$ cat src/rtl/ssc_pkg.sv
package ssc_pkg;
  typedef enum logic [1:0] {
    ST_IDLE  = 2'd0,
    ST_CLEAR = 2'd1,
    ST_RAMP  = 2'd2,
    ST_DONE  = 2'd3
  } ssc_state_e;
endpackage

$ cat src/rtl/ssc_edge_sync.sv
module ssc_edge_sync #(
  parameter int STAGES = 2
) (
  input  logic clk_i,
  input  logic rst_ni,
  input  logic async_i,
  output logic rise_o
);
  logic [STAGES:0] pipe_q;

  always_ff @(posedge clk_i or negedge rst_ni) begin
    if (!rst_ni) pipe_q <= '0;
    else         pipe_q <= {pipe_q[STAGES-1:0], async_i};
  end

  // pipe_q[STAGES-1] is the synchronized level, pipe_q[STAGES] its previous value
  assign rise_o = pipe_q[STAGES-1] & ~pipe_q[STAGES];
endmodule

$ cat src/rtl/ssc_fsm.sv
module ssc_fsm
  import ssc_pkg::*;
#(
  parameter int CNT_W = 8
) (
  input  logic             clk_i,
  input  logic             rst_ni,
  input  logic             start_i,
  input  logic             all_got_i,
  output logic             clear_o,
  output logic             ramp_o,
  output logic             load_o,
  output logic             done_o,
  output logic [CNT_W-1:0] cnt_o
);
  localparam logic [CNT_W-1:0] CNT_TOP = {CNT_W{1'b1}};

  ssc_state_e       state_q, state_d;
  logic [CNT_W-1:0] cnt_q;
  logic             exit_w;

  assign exit_w = (state_q == ST_RAMP) && ((cnt_q == CNT_TOP) || all_got_i);

  always_comb begin
    state_d = state_q;
    unique case (state_q)
      ST_IDLE:  if (start_i) state_d = ST_CLEAR;
      ST_CLEAR: state_d = ST_RAMP;
      ST_RAMP:  if (exit_w) state_d = ST_DONE;
      ST_DONE:  state_d = ST_IDLE;
      default:  state_d = ST_IDLE;
    endcase
  end

  always_ff @(posedge clk_i or negedge rst_ni) begin
    if (!rst_ni) begin
      state_q <= ST_IDLE;
      cnt_q   <= '0;
    end else begin
      state_q <= state_d;
      if (state_q == ST_CLEAR)                 cnt_q <= '0;
      else if (state_q == ST_RAMP && !exit_w)  cnt_q <= cnt_q + 1'b1;
    end
  end

  assign clear_o = (state_q == ST_CLEAR);
  assign ramp_o  = (state_q == ST_RAMP);
  assign load_o  = exit_w;
  assign done_o  = (state_q == ST_DONE);
  assign cnt_o   = cnt_q;

  // a start taken in idle leads to the clear cycle
  a_r2_start_from_idle: assert property (@(posedge clk_i) disable iff (!rst_ni)
    (state_q == ST_IDLE && start_i) |=> (state_q == ST_CLEAR));
  // the ramp is only ever entered from the clear cycle
  a_r2_ramp_after_clear: assert property (@(posedge clk_i) disable iff (!rst_ni)
    $rose(ramp_o) |-> $past(clear_o));
  // count is zero in the first ramp cycle
  a_r3_zero_at_ramp: assert property (@(posedge clk_i) disable iff (!rst_ni)
    $rose(ramp_o) |-> (cnt_q == '0));
  // count steps by one inside the ramp
  a_r3_count_step: assert property (@(posedge clk_i) disable iff (!rst_ni)
    (ramp_o && !exit_w) |=> (cnt_q == CNT_W'($past(cnt_q) + 1'b1)));
  // done lasts a single cycle
  a_r8_done_single: assert property (@(posedge clk_i) disable iff (!rst_ni)
    done_o |=> !done_o);
endmodule

$ cat src/rtl/ssc_chan.sv
module ssc_chan #(
  parameter int CNT_W = 8
) (
  input  logic             clk_i,
  input  logic             rst_ni,
  input  logic             clear_i,
  input  logic             ramp_i,
  input  logic             load_i,
  input  logic             rise_i,
  input  logic [CNT_W-1:0] cnt_i,
  output logic             got_next_o,
  output logic [CNT_W-1:0] result_o,
  output logic             valid_o,
  output logic             ovf_o
);
  localparam logic [CNT_W-1:0] CODE_FULL = {CNT_W{1'b1}};

  logic             got_q;
  logic [CNT_W-1:0] cap_q, cap_d;
  logic             hit_w;

  assign hit_w      = ramp_i & rise_i & ~got_q;
  assign got_next_o = got_q | hit_w;
  assign cap_d      = hit_w ? cnt_i : cap_q;

  always_ff @(posedge clk_i or negedge rst_ni) begin
    if (!rst_ni) begin
      got_q    <= 1'b0;
      cap_q    <= '0;
      result_o <= '0;
      valid_o  <= 1'b0;
      ovf_o    <= 1'b0;
    end else begin
      if (clear_i) got_q <= 1'b0;
      else         got_q <= got_next_o;
      cap_q <= cap_d;
      if (load_i) begin
        result_o <= got_next_o ? cap_d : CODE_FULL;
        valid_o  <= got_next_o;
        ovf_o    <= ~got_next_o;
      end
    end
  end

  // once captured, the code stays frozen until the next clear
  a_r5_frozen_capture: assert property (@(posedge clk_i) disable iff (!rst_ni)
    (got_q && !clear_i) |=> $stable(cap_q));
  // uncaptured channel reads full scale with overflow set
  a_r6_full_scale: assert property (@(posedge clk_i) disable iff (!rst_ni)
    (ovf_o) |-> (result_o == CODE_FULL && !valid_o));
  // bank changes only on a load
  a_r8_bank_hold: assert property (@(posedge clk_i) disable iff (!rst_ni)
    !load_i |=> ($stable(result_o) && $stable(valid_o) && $stable(ovf_o)));
endmodule

$ cat src/rtl/slope_adc_ctrl.sv
module slope_adc_ctrl #(
  parameter int N_CH  = 4,
  parameter int RES_W = 8
) (
  input  logic                  clk_i,
  input  logic                  rst_ni,
  input  logic                  start_i,
  input  logic [N_CH-1:0]       cmp_i,
  output logic                  ramp_en_o,
  output logic                  done_o,
  output logic [N_CH*RES_W-1:0] result_o,
  output logic [N_CH-1:0]       valid_o,
  output logic [N_CH-1:0]       ovf_o
);
  localparam int SYNC_STAGES = 2;

  logic             clear_w, ramp_w, load_w;
  logic [RES_W-1:0] cnt_w;
  logic [N_CH-1:0]  rise_w, got_next_w;

  ssc_fsm #(.CNT_W(RES_W)) u_fsm (
    .clk_i     (clk_i),
    .rst_ni    (rst_ni),
    .start_i   (start_i),
    .all_got_i (&got_next_w),
    .clear_o   (clear_w),
    .ramp_o    (ramp_w),
    .load_o    (load_w),
    .done_o    (done_o),
    .cnt_o     (cnt_w)
  );

  assign ramp_en_o = ramp_w;

  for (genvar k = 0; k < N_CH; k++) begin : g_ch
    ssc_edge_sync #(.STAGES(SYNC_STAGES)) u_sync (
      .clk_i   (clk_i),
      .rst_ni  (rst_ni),
      .async_i (cmp_i[k]),
      .rise_o  (rise_w[k])
    );

    ssc_chan #(.CNT_W(RES_W)) u_chan (
      .clk_i      (clk_i),
      .rst_ni     (rst_ni),
      .clear_i    (clear_w),
      .ramp_i     (ramp_w),
      .load_i     (load_w),
      .rise_i     (rise_w[k]),
      .cnt_i      (cnt_w),
      .got_next_o (got_next_w[k]),
      .result_o   (result_o[k*RES_W +: RES_W]),
      .valid_o    (valid_o[k]),
      .ovf_o      (ovf_o[k])
    );
  end
endmodule

$ cat config.mk
export PLATFORM = sky130hd
export DESIGN_NAME = slope_adc_ctrl
export DESIGN_NICKNAME = d
export VERILOG_FILES = /design/src/rtl/ssc_pkg.sv /design/src/rtl/ssc_edge_sync.sv /design/src/rtl/ssc_fsm.sv /design/src/rtl/ssc_chan.sv /design/src/rtl/slope_adc_ctrl.sv
export SDC_FILE = /design/constraint.sdc
export NUM_CORES = 1
export LEC_CHECK = 0
export ABC_AREA = 1
export BUFFER_PORTS_ARGS = -buffer_cell sky130_fd_sc_hd__buf_2
export CAP_MARGIN = 10
export CORE_AREA = 2 2 90 92
export CTS_CLUSTER_DIAMETER = 100
export DETAILED_ROUTE_END_ITERATION = 7
export DIE_AREA = 0 0 92 94
export MAX_ROUTING_LAYER = met4
export PLACE_DENSITY_LB_ADDON = 0.12
export SYNTH_ARGS = -nofsm -noshare
export SYNTH_HDL_FRONTEND = slang
export SYNTH_SLANG_ARGS = --single-unit
export TNS_END_PERCENT = 30
$ cat constraint.sdc
create_clock -name clk_i -period 2.1 [get_ports clk_i]
set_clock_uncertainty 0.05 [all_clocks]
set_input_delay 0.315 -clock clk_i [delete_from_list [all_inputs] [get_ports clk_i]]
set_output_delay 0.315 -clock clk_i [all_outputs]
set_load 0.01 [all_outputs]
# == Yosys cells after proc, flatten, opt, wreduce, memory -nomap -nowiden ==
# Cells that the tools add are included.
# word_totals
register_bits,98
elab_cells,86
# classes
addsub,1
eq_ne,6
muxes,17
n_bitwise,28
n_reduce_logical,8
# ops
operator,count
8-bit 2-to-1 mux,10
1-bit AND,12
1-bit inverter,12
"8-bit by 1-bit adder with 8-bit output, second input constant",1
"8-bit equality test, second input constant",1
2-bit case mux with 4 select lines,1
"2-bit equality test, second input constant",2
1-bit 2-to-1 mux,4
2-bit 2-to-1 mux,2
"2-bit != test, second input constant",2
1-bit bitwise OR,4
4-bit AND reduction,1
"2-bit by 1-bit equality test with 1-bit output, second input constant",1
1-bit logical AND,2
2-bit logical NOT,1
2-bit AND reduction,1
2-bit nonzero test,1
1-bit logical NOT,1
1-bit logical OR,1

# == Logic depth before layout (Yosys ltp) ==
# logic_depth
depth_word,12
ltp_mapped,12

# == Hierarchy ==
# Synthesis repeated with hierarchy kept, for this count alone.
# unflattened
cells_unflattened,500
area_unflattened_um2,4341.7
# by_module_without_submodules
module,n_inst,cells_per_inst,area_each_um2,seq_area_each_um2
ssc_chan,4,97,818.3,475.5
ssc_fsm,1,89,716.9,250.2
ssc_edge_sync,4,5,85.1,75.1
slope_adc_ctrl,1,3,11.3,0.0

# == Worst setup path after synthesis ==
# Ideal clock, no wire load.
# synth_timing
kind,reg2reg
start,register u_fsm.state_q[0]
end,register g_ch[0].u_chan.valid_o
t_arrival_ns,1.703
t_required_ns,1.985
setup_slack_ns,0.282
stages_incl_launch_ff,13
path_buffers,2
synth_period_minus_slack_ns,1.818
cell_sequence,dfrtp_1 inv_1 ha_1 buf_6 nand3_4 nand2_1 nand2_1 nor2_4 nor2_4 nor2_8 buf_6 nand2_1 nand2_1
# synth_via
elab_chain_len,7
elab_cells_between_ends,16
# synth_lines
item,line_no,source
start: declaration,ssc_fsm.sv:18,"ssc_state_e state_q, state_d;"
start signal: assignment,ssc_fsm.sv:40,state_q <= state_d;
2-bit equality test (*),ssc_fsm.sv:47,assign ramp_o = (state_q == ST_RAMP);
via ramp_en_o,slope_adc_ctrl.sv:9,"output logic ramp_en_o,"
1-bit AND (2 in series),ssc_chan.sv:22,assign hit_w = ramp_i & rise_i & ~got_q;
1-bit bitwise OR,ssc_chan.sv:23,assign got_next_o = got_q | hit_w;
4-bit AND reduction,slope_adc_ctrl.sv:25,".all_got_i (&got_next_w),"
1-bit logical OR,ssc_fsm.sv:22,assign exit_w = (state_q == ST_RAMP) && ((cnt_q == CNT_TOP) || all_got_i);
1-bit logical AND,ssc_fsm.sv:22,
end signal: assignment,ssc_chan.sv:39,valid_o <= got_next_o;
end: declaration,ssc_chan.sv:13,"output logic valid_o,"
# The timed path passes the listed nets; every way through them passes the cells marked *.
# A chain may end at the register's enable or synchronous reset.

# == Final worst setup path ==
# layout_timing
start,register u_fsm.state_q[0]
end,register g_ch[2].u_chan.result_o[0]
# layout_via
elab_chain_len,7
elab_cells_between_ends,18
# layout_lines
item,line_no,source
2-bit equality test (*),"ssc_fsm.sv:22, ssc_fsm.sv:47",
1-bit AND (2 in series),ssc_chan.sv:22,
1-bit bitwise OR,ssc_chan.sv:23,
4-bit AND reduction,slope_adc_ctrl.sv:25,
1-bit logical OR,ssc_fsm.sv:22,
1-bit logical AND,ssc_fsm.sv:22,
end signal: assignment,ssc_chan.sv:38,result_o <= got_next_o ? cap_d : CODE_FULL;
end: declaration,ssc_chan.sv:12,"output logic [CNT_W-1:0] result_o,"
# Every way passes the cells marked *; elsewhere a longest branch is shown, timed or not.

==> metrics.md <==
| Metric | Value |
|---|---|
| Clock transition time at the flip-flop clock pins of the worst setup and hold paths | `90 ps` |
| Ys flop type | `sky130_fd_sc_hd__dfrtp_1` |
| Final slew viol count | `0` |
| Share of final-layout standard cells stronger than drive strength 1 | `0.191` |
| Inserted Clock Buffers | `9` |
| Top cells by area, synth | `sky130_fd_sc_hd__dfrtp_1 (57%), sky130_fd_sc_hd__nand2_1 (19%), sky130_fd_sc_hd__nand3_1 (5.2%), sky130_fd_sc_hd__o21ai_0 (3.8%), sky130_fd_sc_hd__inv_1 (2.0%)` |
| Maximum single-stage delay on the critical path | `380 ps` |
| DR vias | `3367` |
| Min-Delay Endpoint | `g_ch[3].u_sync.pipe_q[0]$_DFF_PN0_` |
| Post-route total power | `5.45 mW` |
| Post-route clock period utilization | `0.924` |
| Max-Slew Margin vs Limit | `0.585` |
| Area of all sequential standard cells | `2450 sq um` |
| Number of distinct library cell variants in the gate-level netlist after synthesis | `27` |
| IO buf count | `48` |
| Cell Rows | `32` |
| Antenna cell count | `0` |
| Mean post-synth cell area | `8.70 sq um` |
| Area of the placeable core | `7610 sq um` |
| Maximum frequency from static timing analysis | `0.515 GHz` |
| Time the final worst path needs with I/O delays and setup | `1940 ps` |
| Final core utilization | `0.655` |
| Post CTS Setup Buffer Count | `0` |
| Wire length of the first global-routing pass | `15700 um` |
| Final-layout worst hold slack | `12.0 ps` |
| NetSw | `2.00 mW` |
| Required time at the endpoint of the critical path | `2360 ps` |
| Pwr per Cell Area | `1090 nW/um^2` |
| Unrepaired setup endpoints after global routing | `no` |
| Count of state elements after synthesis | `98` |
| Crit Path Category | `reg2reg` |
| Async SR Flop Fraction | `1.00` |
| Final HPWL DP | `6450 um` |
| Combined area of all synthesized cells | `4290 sq um` |
| Kind of cell with the highest combined delay on the critical path | `simple AND/OR/NAND/NOR gates` |
| Ys Warns | `0` |
| Worst min-delay path startpoint | `cmp_i[3]` |
| Flop-to-flop setup slack | `160 ps` |
| Crit path top cell by count | `sky130_fd_sc_hd__nand2_1` |
| Number of design rule violations left after detail routing | `0` |
| Worst hold path class | `in2reg` |
| Cell-internal power | `3.45 mW` |
| Starting density of the core | `0.564` |
| Maximum resistive drop on vdd | `0.810 mV` |
| Lkg Pwr | `2.86 nW` |
| Outcome | `finished clean` |
| Overall die area | `8650 sq um` |
| Number of nets at the end of the flow | `561` |
| Clock latency on the worst-skew pair | `370 ps` |
| Initial antenna violation count | `0` |
| Final wirelength | `9260 um` |
| Maximum capacitance violations | `0` |
| Buffers & Inverters on Critical Path | `3` |
| Number of top-level pins | `49` |
| Number of vias per cell after detailed routing | `5.13` |
| Number of nets in the synthesized netlist | `505` |
| DRT iter0 DRCs | `237` |
| CTS H-Tree Depth | `3` |
| Reg-to-reg critical path startpoint | `u_fsm.state_q[0]$_DFFE_PN0P_` |
| Portion of total power attributed to sequential cells | `0.445` |
| Worst Setup End Kind | `flop` |
| Clock power share | `0.230` |
| Maximum clock insertion buffer count | `2` |
| Placer Congestion | `0.869` |
| Number of sinks on the clock net | `98` |
| Leading post-synthesis cells by instance count | `sky130_fd_sc_hd__nand2_1 (218), sky130_fd_sc_hd__dfrtp_1 (98), sky130_fd_sc_hd__nand3_1 (45)` |
| Area Overhead vs Synth | `16.2%` |
| Largest net degree at the start of global routing | `46` |
| Number of cells after detailed placement | `636` |
| Worst Tran Pin Value | `623 ps` |
| Area used by multi-input combinational logic | `1550 sq um` |
| Proportion of synthesized chip area in sequential cells | `0.572` |
| Part of the total power dissipated in combinational logic | `0.326` |
| Proportion of netlist area held by the largest area contributor | `0.572` |
| Final count of negative-setup-slack endpoints | `0` |
| Total grt overflow | `0` |
| Cell type with the largest total area after synthesis | `sky130_fd_sc_hd__dfrtp_1` |
| Cell at the root of the clock tree | `sky130_fd_sc_hd__clkbuf_8` |
| Setup crit start kind | `flop` |
| Number of enable-type register cells in the synthesized netlist | `0` |
| Arrival time of the worst setup path | `2200 ps` |
| Filler instances | `669` |
| Final routed wire length divided by cell count | `14.1 um` |
| Total global routing track utilization | `0.241` |
| Post-synthesis instance total | `493` |
| CP max FO | `10` |
| Number of cells traversed by the worst hold path | `1` |
| Sw Share | `0.367` |
| Chip width | `92 um` |
| Via count of the first global-routing pass | `3242` |
| Cells along the critical path | `inv_1 > ha_2 > buf_12 > nand3_4 > buf_4 > nor2_1 > nand2_1 > nand3_1 > nand2_1 > nand2_1` |
| Critical Path Slowest Stage Cell | `sky130_fd_sc_hd__dfrtp_1` |
| Endpoints failing hold | `0` |
| Number of routed nets with antenna violations | `0` |
| Non-Filler Instances | `656` |
| Top-count cell post-synth | `sky130_fd_sc_hd__nand2_1` |
| Total Neg Setup Slack | `0 ps` |
| Detailed-routing iteration count for the pre-antenna-repair pass | `5` |
| TritonCTS clock tree | `done` |
| Die boundary height | `94 um` |
| Critical register-to-register path endpoint | `g_ch[2].u_chan.result_o[0]$_DFFE_PN0P_` |
| Worst reg2reg path depth | `10` |
## final cells by class
class,instances,share of cell area
Timing Repair Buffer,78,0.111
Multi-Input combinational cell,336,0.311
Clock buffer,11,0.0284
Clock inverter,5,0.0125
Inverter,26,0.0196
Tap cell,102,0.0256
Sequential cell,98,0.492
## cell families after synthesis
group / count (synthesis) / share of synthesized area
XOR/XNOR: 2 / 0.00408
AND/OR/NAND/NOR: 292 / 0.295
AO/OA/AOI/OAI: 37 / 0.0440
buffers and inverters: 59 / 0.0709
flip-flops: 98 / 0.572
adder cells (fa/ha/maj): 5 / 0.0146
## placed cells by master, fill, tap and decap left out, drive strengths merged
| master | instances |
|---|---|
| nand2 | 218 |
| dfrtp | 98 |
| buf | 74 |
| nand3 | 50 |
| o21ai | 34 |
| inv | 26 |
| nor2 | 17 |
| clkbuf | 11 |
| ha | 5 |
| nand4 | 4 |
| dlygate4sd3 | 4 |
| a21oi | 3 |
| clkinvlp | 2 |
| clkinv | 2 |
| or2 | 1 |
| nor3 | 1 |
| xor2 | 1 |
| nor3b | 1 |
| xnor2 | 1 |
| bufinv | 1 |
## worst register-to-register path, cell delays in order (launching register included)
cell,delay [ps]
sky130_fd_sc_hd__dfrtp_1,380
sky130_fd_sc_hd__inv_1,80
sky130_fd_sc_hd__ha_2,210
sky130_fd_sc_hd__buf_12,150
sky130_fd_sc_hd__nand3_4,80
sky130_fd_sc_hd__buf_4,170
sky130_fd_sc_hd__nor2_1,360
sky130_fd_sc_hd__nand2_1,160
sky130_fd_sc_hd__nand3_1,120
sky130_fd_sc_hd__nand2_1,60
sky130_fd_sc_hd__nand2_1,60
## repair_timing
| action | CTS | global route |
|---|---|---|
| endpoints found under the setup margin | 0 | 47 |
| resized for setup | 0 | 5 |
| hold buffers | 4 | 0 |
| endpoints found under the hold margin | 45 | 0 |
## how the worst max path moves through the flow
stage | from | end | slack, ps | cells after the start
after floorplan | u_fsm.state_q[0]$_DFFE_PN0P_ | g_ch[0].u_chan.valid_o$_DFFE_PN0P_ | 280 | 12
after global placement | u_fsm.state_q[1]$_DFFE_PN0P_ | g_ch[3].u_chan.result_o[0]$_DFFE_PN0P_ | 200 | 10
after detailed placement | u_fsm.state_q[1]$_DFFE_PN0P_ | g_ch[0].u_chan.result_o[0]$_DFFE_PN0P_ | 130 | 10
after CTS | u_fsm.state_q[0]$_DFFE_PN0P_ | g_ch[1].u_chan.result_o[0]$_DFFE_PN0P_ | 100 | 10
after global routing | u_fsm.state_q[0]$_DFFE_PN0P_ | g_ch[2].u_chan.result_o[7]$_DFFE_PN0P_ | 0.1 | 10
final | u_fsm.state_q[0]$_DFFE_PN0P_ | g_ch[2].u_chan.result_o[0]$_DFFE_PN0P_ | 160 | 10
## per-stage QoR
stage               cell area [sq um]  worst slack, ps
finish                           4990              160
global route                     4990            0.109
CTS                              4970             97.8
detailed placement               4720              125
global placement                 4720              197
floorplan                        4290              282
## layer usage
layer  global-route usage  vias to the layer above  wire length (um)
met1                0.316                     1603              4270
met2                0.379                       93              4450
met4               0.0908                        0               173
li1                     -                     1652                 -
met5                    -                        -                 0
met3               0.0449                       19               374
## flip-flops by register name, indices dropped and copies added, names as in the netlist
name                  count
g_ch.u_sync.pipe_q       12
u_fsm.cnt_o               8
g_ch.u_chan.result_o     32
g_ch.u_chan.valid_o       4
u_fsm.state_q             2
g_ch.u_chan.cap_q        32
g_ch.u_chan.ovf_o         4
g_ch.u_chan.got_q         4
## power groups by stage
stage	clock network (mW)	logic, mW	registers [mW]
after floorplan	0	1.14	2.41
final	1.25	1.77	2.42
after global routing	1.35	1.99	2.47
after CTS	1.28	1.77	2.42
after detailed placement	0	1.76	2.46
after global placement	0	1.72	2.44
Power figures use the tool's default switching activity.
